[config.mk]
export PLATFORM = sky130hd
export DESIGN_NAME = cmp_trig_path
export DESIGN_NICKNAME = d
export VERILOG_FILES = /design/src/rtl/cmp_trig_pkg.sv /design/src/rtl/cmp_trig_ctrl.sv /design/src/rtl/cmp_trig_dpath.sv /design/src/rtl/cmp_trig_path.sv
export SDC_FILE = /design/constraint.sdc
export NUM_CORES = 1
export LEC_CHECK = 0
export ABC_CLOCK_PERIOD_IN_PS = 2300
export CORE_AREA = 2 2 39 41
export CTS_CLUSTER_SIZE = 16
export DETAILED_ROUTE_END_ITERATION = 8
export DIE_AREA = 0 0 41 43
export GPL_TIMING_DRIVEN = 0
export HOLD_SLACK_MARGIN = 0.12
export RECOVER_POWER = 100
export REMOVE_ABC_BUFFERS = 1
export SETUP_SLACK_MARGIN = 0.5
export SLEW_MARGIN = 20
export SYNTH_ARGS = -nofsm -noshare
export SYNTH_HDL_FRONTEND = slang
export SYNTH_SLANG_ARGS = --single-unit
[constraint.sdc]
create_clock -name clk -period 2.3 [get_ports clk]
set_input_delay 0.575 -clock clk [delete_from_list [all_inputs] [get_ports clk]]
set_output_delay 0.575 -clock clk [all_outputs]
set_load 0.03 [all_outputs]
[src/rtl/cmp_trig_pkg.sv]
package cmp_trig_pkg;
  localparam int NUM_EVT = 2;
  localparam int PRIM_EVT = 0;

  // strobes passed from control to datapath
  typedef struct packed {
    logic [NUM_EVT-1:0] forceLvl;  // path level OR software force
    logic [NUM_EVT-1:0] clrReq;    // software clear
    logic               primRise;  // rising edge of event 1 path level
  } ctrlStrobe_t;
endpackage

[src/rtl/cmp_trig_ctrl.sv]
module cmp_trig_ctrl
  import cmp_trig_pkg::*;
#(
  parameter int SYNC_STAGES = 2
) (
  input  logic               clk,
  input  logic               rstN,
  input  logic [NUM_EVT-1:0] rawEvt,
  input  logic [NUM_EVT-1:0] filtEvt,
  input  logic [NUM_EVT-1:0] srcSel,
  input  logic [NUM_EVT-1:0] asyncSel,
  input  logic [NUM_EVT-1:0] swForce,
  input  logic [NUM_EVT-1:0] swClear,
  output ctrlStrobe_t        strobe
);
  localparam int LAST = SYNC_STAGES - 1;

  logic [NUM_EVT-1:0] pathLvl;
  logic               primPrev;

  for (genvar e = 0; e < NUM_EVT; e++) begin : g_evt
    logic                   chosen;
    logic [SYNC_STAGES-1:0] chain;

    assign chosen = srcSel[e] ? filtEvt[e] : rawEvt[e];

    always_ff @(posedge clk or negedge rstN) begin
      if (!rstN) chain <= '0;
      else       chain <= {chain[LAST-1:0], chosen};
    end

    assign pathLvl[e] = asyncSel[e] ? chosen : chain[LAST];
  end

  always_ff @(posedge clk or negedge rstN) begin
    if (!rstN) primPrev <= 1'b0;
    else       primPrev <= pathLvl[PRIM_EVT];
  end

  always_comb begin
    strobe.forceLvl = pathLvl | swForce;
    strobe.clrReq   = swClear;
    strobe.primRise = pathLvl[PRIM_EVT] & ~primPrev;
  end
endmodule

[src/rtl/cmp_trig_dpath.sv]
module cmp_trig_dpath
  import cmp_trig_pkg::*;
(
  input  logic               clk,
  input  logic               rstN,
  input  ctrlStrobe_t        strobe,
  input  logic [NUM_EVT-1:0] intEn,
  input  logic               socEn,
  input  logic               syncEn,
  output logic [NUM_EVT-1:0] evtForce,
  output logic [NUM_EVT-1:0] evtFlag,
  output logic [NUM_EVT-1:0] intReq,
  output logic               socPulse,
  output logic               cntSyncPulse
);
  for (genvar e = 0; e < NUM_EVT; e++) begin : g_flag
    always_ff @(posedge clk or negedge rstN) begin
      if (!rstN)                    evtFlag[e] <= 1'b0;
      else if (strobe.forceLvl[e])  evtFlag[e] <= 1'b1;  // set wins
      else if (strobe.clrReq[e])    evtFlag[e] <= 1'b0;
    end
  end

  always_ff @(posedge clk or negedge rstN) begin
    if (!rstN) begin
      socPulse     <= 1'b0;
      cntSyncPulse <= 1'b0;
    end else begin
      socPulse     <= strobe.primRise & socEn;
      cntSyncPulse <= strobe.primRise & syncEn;
    end
  end

  assign evtForce = strobe.forceLvl;
  assign intReq   = evtFlag & intEn;
endmodule

[src/rtl/cmp_trig_path.sv]
module cmp_trig_path
  import cmp_trig_pkg::*;
#(
  parameter int SYNC_STAGES = 2
) (
  input  logic               clk,
  input  logic               rstN,
  input  logic [NUM_EVT-1:0] rawEvt,
  input  logic [NUM_EVT-1:0] filtEvt,
  input  logic [NUM_EVT-1:0] srcSel,
  input  logic [NUM_EVT-1:0] asyncSel,
  input  logic [NUM_EVT-1:0] swForce,
  input  logic [NUM_EVT-1:0] swClear,
  input  logic [NUM_EVT-1:0] intEn,
  input  logic               socEn,
  input  logic               syncEn,
  output logic [NUM_EVT-1:0] evtForce,
  output logic [NUM_EVT-1:0] evtFlag,
  output logic [NUM_EVT-1:0] intReq,
  output logic               socPulse,
  output logic               cntSyncPulse
);
  ctrlStrobe_t strobe;

  cmp_trig_ctrl #(.SYNC_STAGES(SYNC_STAGES)) u_ctrl (
    .clk(clk), .rstN(rstN), .rawEvt(rawEvt), .filtEvt(filtEvt),
    .srcSel(srcSel), .asyncSel(asyncSel), .swForce(swForce),
    .swClear(swClear), .strobe(strobe)
  );

  cmp_trig_dpath u_dpath (
    .clk(clk), .rstN(rstN), .strobe(strobe), .intEn(intEn),
    .socEn(socEn), .syncEn(syncEn), .evtForce(evtForce),
    .evtFlag(evtFlag), .intReq(intReq), .socPulse(socPulse),
    .cntSyncPulse(cntSyncPulse)
  );
endmodule

==> implementation parameters <==
Parameter                              Value

CTS
  Clock insertion delay at the later pin of the skew report ... 0.26 ns
  CTS hold repair buffers ... 0
  Number of buffers on the longest clock path ... 2
  CTS tree ... done
  Clock net sink count ... 9
  Total clock buffers created by CTS ... 3
  Level count of the clock H-tree ... 1
  Clock slew seen by the registers of the worst setup and hold paths ... 0.06 ns
  Clock root buffer master ... sky130_fd_sc_hd__clkbuf_4

Detailed routing
  Routed via count divided by cell count ... 4.18
  Total iterations of the first detailed-routing run ... 1
  DR WL/cell ... 11.1 um
  Total via count after detailed routing ... 297
  Final wirelength ... 789 um
  Post-DRT Antenna Nets ... 0
  Post-route DRC violation count ... 0
  First DRT Iteration DRCs ... 0

Timing
  Fin. max-slew vios ... 0
  Final WS setup ... 0.120 ns
  Worst-case clock skew ... 0.00709 ns
  Maximum clock rate ... 0.459 GHz
  RSZ-0062 raised after global routing ... true
  Final setup viols ... 0
  Worst slew margin ... 73.6%
  Crit share post-route ... 94.8%
  Slew at the pin closest to its max-slew limit ... 0.395 ns
  Fin crit period ... 2.18 ns
  Final Hold Violating Endpoints ... 0

Power
  Total power ... 0.375 mW
  Leakage power total ... 0.294 nW
  Power Density ... 618 mW/mm^2
  Worst VDD drop ... 0.227 mV

Synth
  Flop and latch count out of synthesis ... 9
  Post-synth EDFFs ... 0
  Leading cell type by number of instances after synthesis ... sky130_fd_sc_hd__dfrtp_1
  Synthesized instance count ... 24
  Commonest cells post-synth ... sky130_fd_sc_hd__dfrtp_1, sky130_fd_sc_hd__and2_1, sky130_fd_sc_hd__and3b_2, sky130_fd_sc_hd__inv_1, sky130_fd_sc_hd__mux2_4
  Leading post-synthesis cells by cell area ... sky130_fd_sc_hd__dfrtp_1, sky130_fd_sc_hd__mux2_4, sky130_fd_sc_hd__and3b_2
  Flip-flop cell with the highest count after synthesis ... sky130_fd_sc_hd__dfrtp_1
  Proportion of synthesized chip area in sequential cells ... 65.0%
  Mean cell area of the mapped netlist ... 14.4 um^2
  Area share of the largest cell type after synthesis ... 65.0%
  Fraction of synthesis flops using an asynchronous set or reset pin ... 100%
  Largest area contributor in the synthesized netlist ... sky130_fd_sc_hd__dfrtp_1
  Distinct cell type count of the synthesized netlist ... 12
  Count of warnings emitted by yosys ... 0
  Post-synthesis cell area ... 347 um^2

Critical path
  WP data arrival ... 1.60 ns
  Critical path type ... primary input to output pin
  Req. time, crit path ... 1.73 ns
  Crit path launch type ... primary input
  Largest fanout on the critical path ... 2
  Kind of capture point of the worst setup path ... output pin

Place
  HPWL after DPL ... 590 um
  Number of input and output port buffers inserted ... 25
  Worst slack at placement ... -0.732 ns
  Final GP Congestion ... 0.603

Final layout
  Diodes inserted ... 0
  Fillers ... 145
  Multi-input gate area ... 116 um^2
  Syn-to-layout area delta ... 75.1%
  Layout net count ... 74
  Layout cell share with drive strength beyond 1 ... 30.9%
  Storage element area ... 225 um^2

Outcome
  Outcome ... completed

Global route
  Total Routing Usage GR ... 10.5%
  Initial antenna violation count ... 0
  Number of global-route vias before repair ... 280
  Leftover overflow at the end of global routing ... 0
  Wire length of the first global-routing pass ... 1120 um
  Pin count of the biggest net entering global routing ... 10

Worst hold path
  Type of the most critical hold path ... register to register

Die
  Initial Utilization ... 25.0%
  Number of standard-cell rows in the floorplan ... 14
  Die area ... 0.00176 mm^2
  Die X ... 41 um
  Overall die height ... 43 um
  IO Pins ... 26
  Core area ... 0.00138 mm^2

Job
  Max-cap check violation count ... 0
[final timing paths]
check | from | endpoint | slack, ns | cells past startpoint
min in group asynchronous | rstN | u_ctrl.g_evt[1].chain[0] | 0.67 | 1
max reg2reg | u_ctrl.g_evt[0].chain[1] | u_dpath.evtFlag[0] | 1.16 | 3
min | u_ctrl.g_evt[0].chain[0] | u_ctrl.g_evt[0].chain[1] | 0.35 | 0
min reg2reg | u_ctrl.g_evt[0].chain[0] | u_ctrl.g_evt[0].chain[1] | 0.35 | 0
max in group asynchronous | rstN | u_ctrl.g_evt[0].chain[0] | 1.34 | 1
max | srcSel[0] | evtForce[0] | 0.12 | 5
[critical path, cell delays in order]
cell,delay (ns)
sky130_fd_sc_hd__buf_6,0.09
sky130_fd_sc_hd__mux2_1,0.32
sky130_fd_sc_hd__mux2_4,0.27
sky130_fd_sc_hd__or2_1,0.22
sky130_fd_sc_hd__buf_6,0.14
[power by group]
group / leakage (nW) / switching, mW / internal (mW)
Combinational: 0.172 / 0.0402 / 0.0420
Sequential: 0.104 / 0.00423 / 0.170
Clock: 0.0177 / 0.0551 / 0.0640
Total: 0.294 / 0.0995 / 0.276
[state kept, by name, summed over array words and instances (netlist names)]
| name | flops |
|---|---|
| u_dpath.evtFlag | 2 |
| u_dpath.cntSyncPulse | 1 |
| u_ctrl.g_evt.chain | 4 |
| u_ctrl.primPrev | 1 |
| u_dpath.socPulse | 1 |
[kinds of logic (layout without fill, tap and decap cells)]
| family | Yosys count | count (layout) | share of synthesized area [%] |
|---|---|---|---|
| muxes | 4 | 4 | 14.8 |
| DFF | 9 | 9 | 65.0 |
| and+or+nand+nor | 7 | 7 | 14.1 |
| AOI/OAI and AO/OA | 2 | 2 | 3.97 |
| buffers and inverters | 2 | 33 | 2.17 |
[layout make-up]
| class | instances | share of cell area, % |
|---|---|---|
| flip-flops and latches | 9 | 37.1 |
| repair buffers | 27 | 34.6 |
| multi-input cells | 13 | 19.2 |
| clock buffers | 3 | 3.71 |
| well taps | 16 | 3.30 |
| inverters | 2 | 1.24 |
| clock inverters | 1 | 0.825 |
[metrics by stage]
| stage | setup TNS [ns] | hold slack, ns | area [um^2] | utilization [%] | cells |
|---|---|---|---|---|---|
| finish | 0 | 0.350 | 607 | 43.9 | 71 |
| global placement | -1.40 | 0.334 | 617 | 44.6 | 65 |
| global route | 0 | 0.354 | 607 | 43.9 | 71 |
| CTS | 0 | 0.351 | 647 | 46.7 | 71 |
| floorplan | 0 | 0.279 | 347 | - | 24 |
| detailed placement | -1.39 | 0.344 | 617 | 44.6 | 65 |
[cell usage in the layout, fill, tap and decap left out]
cell	count
sky130_fd_sc_hd__a211o_1	1
sky130_fd_sc_hd__a21oi_1	1
sky130_fd_sc_hd__and2_1	1
sky130_fd_sc_hd__and2_4	1
sky130_fd_sc_hd__and3b_2	2
sky130_fd_sc_hd__buf_2	4
sky130_fd_sc_hd__buf_4	1
sky130_fd_sc_hd__buf_6	2
sky130_fd_sc_hd__clkbuf_1	4
sky130_fd_sc_hd__clkbuf_2	1
sky130_fd_sc_hd__clkbuf_4	3
sky130_fd_sc_hd__clkdlybuf4s50_1	6
sky130_fd_sc_hd__clkinv_2	1
sky130_fd_sc_hd__dfrtp_1	9
sky130_fd_sc_hd__dlygate4sd2_1	8
sky130_fd_sc_hd__dlygate4sd3_1	1
sky130_fd_sc_hd__inv_1	2
sky130_fd_sc_hd__mux2_1	2
sky130_fd_sc_hd__mux2_4	1
sky130_fd_sc_hd__mux2i_2	1
sky130_fd_sc_hd__nand2_1	1
sky130_fd_sc_hd__nand2b_1	1
sky130_fd_sc_hd__or2_1	1
[layer usage]
layer / vias to the layer above / part of all wire (%) / GRT usage, %
met2: 26 / 46 / 15.3
li1: 142 / - / -
met3: 0 / 15 / 6.81
met1: 129 / 39 / 9.76
met5: - / 0 / 0
met4: 0 / 0 / 8.00
[timing repair]
item | 4_1_cts | 5_1_grt
resized for setup | 61 | 0
pin swaps | 2 | 1
buffers inserted | 2 | 0
setup endpoints to repair | 8 | 2
Note: power is estimated with default switching activity, not from simulation.
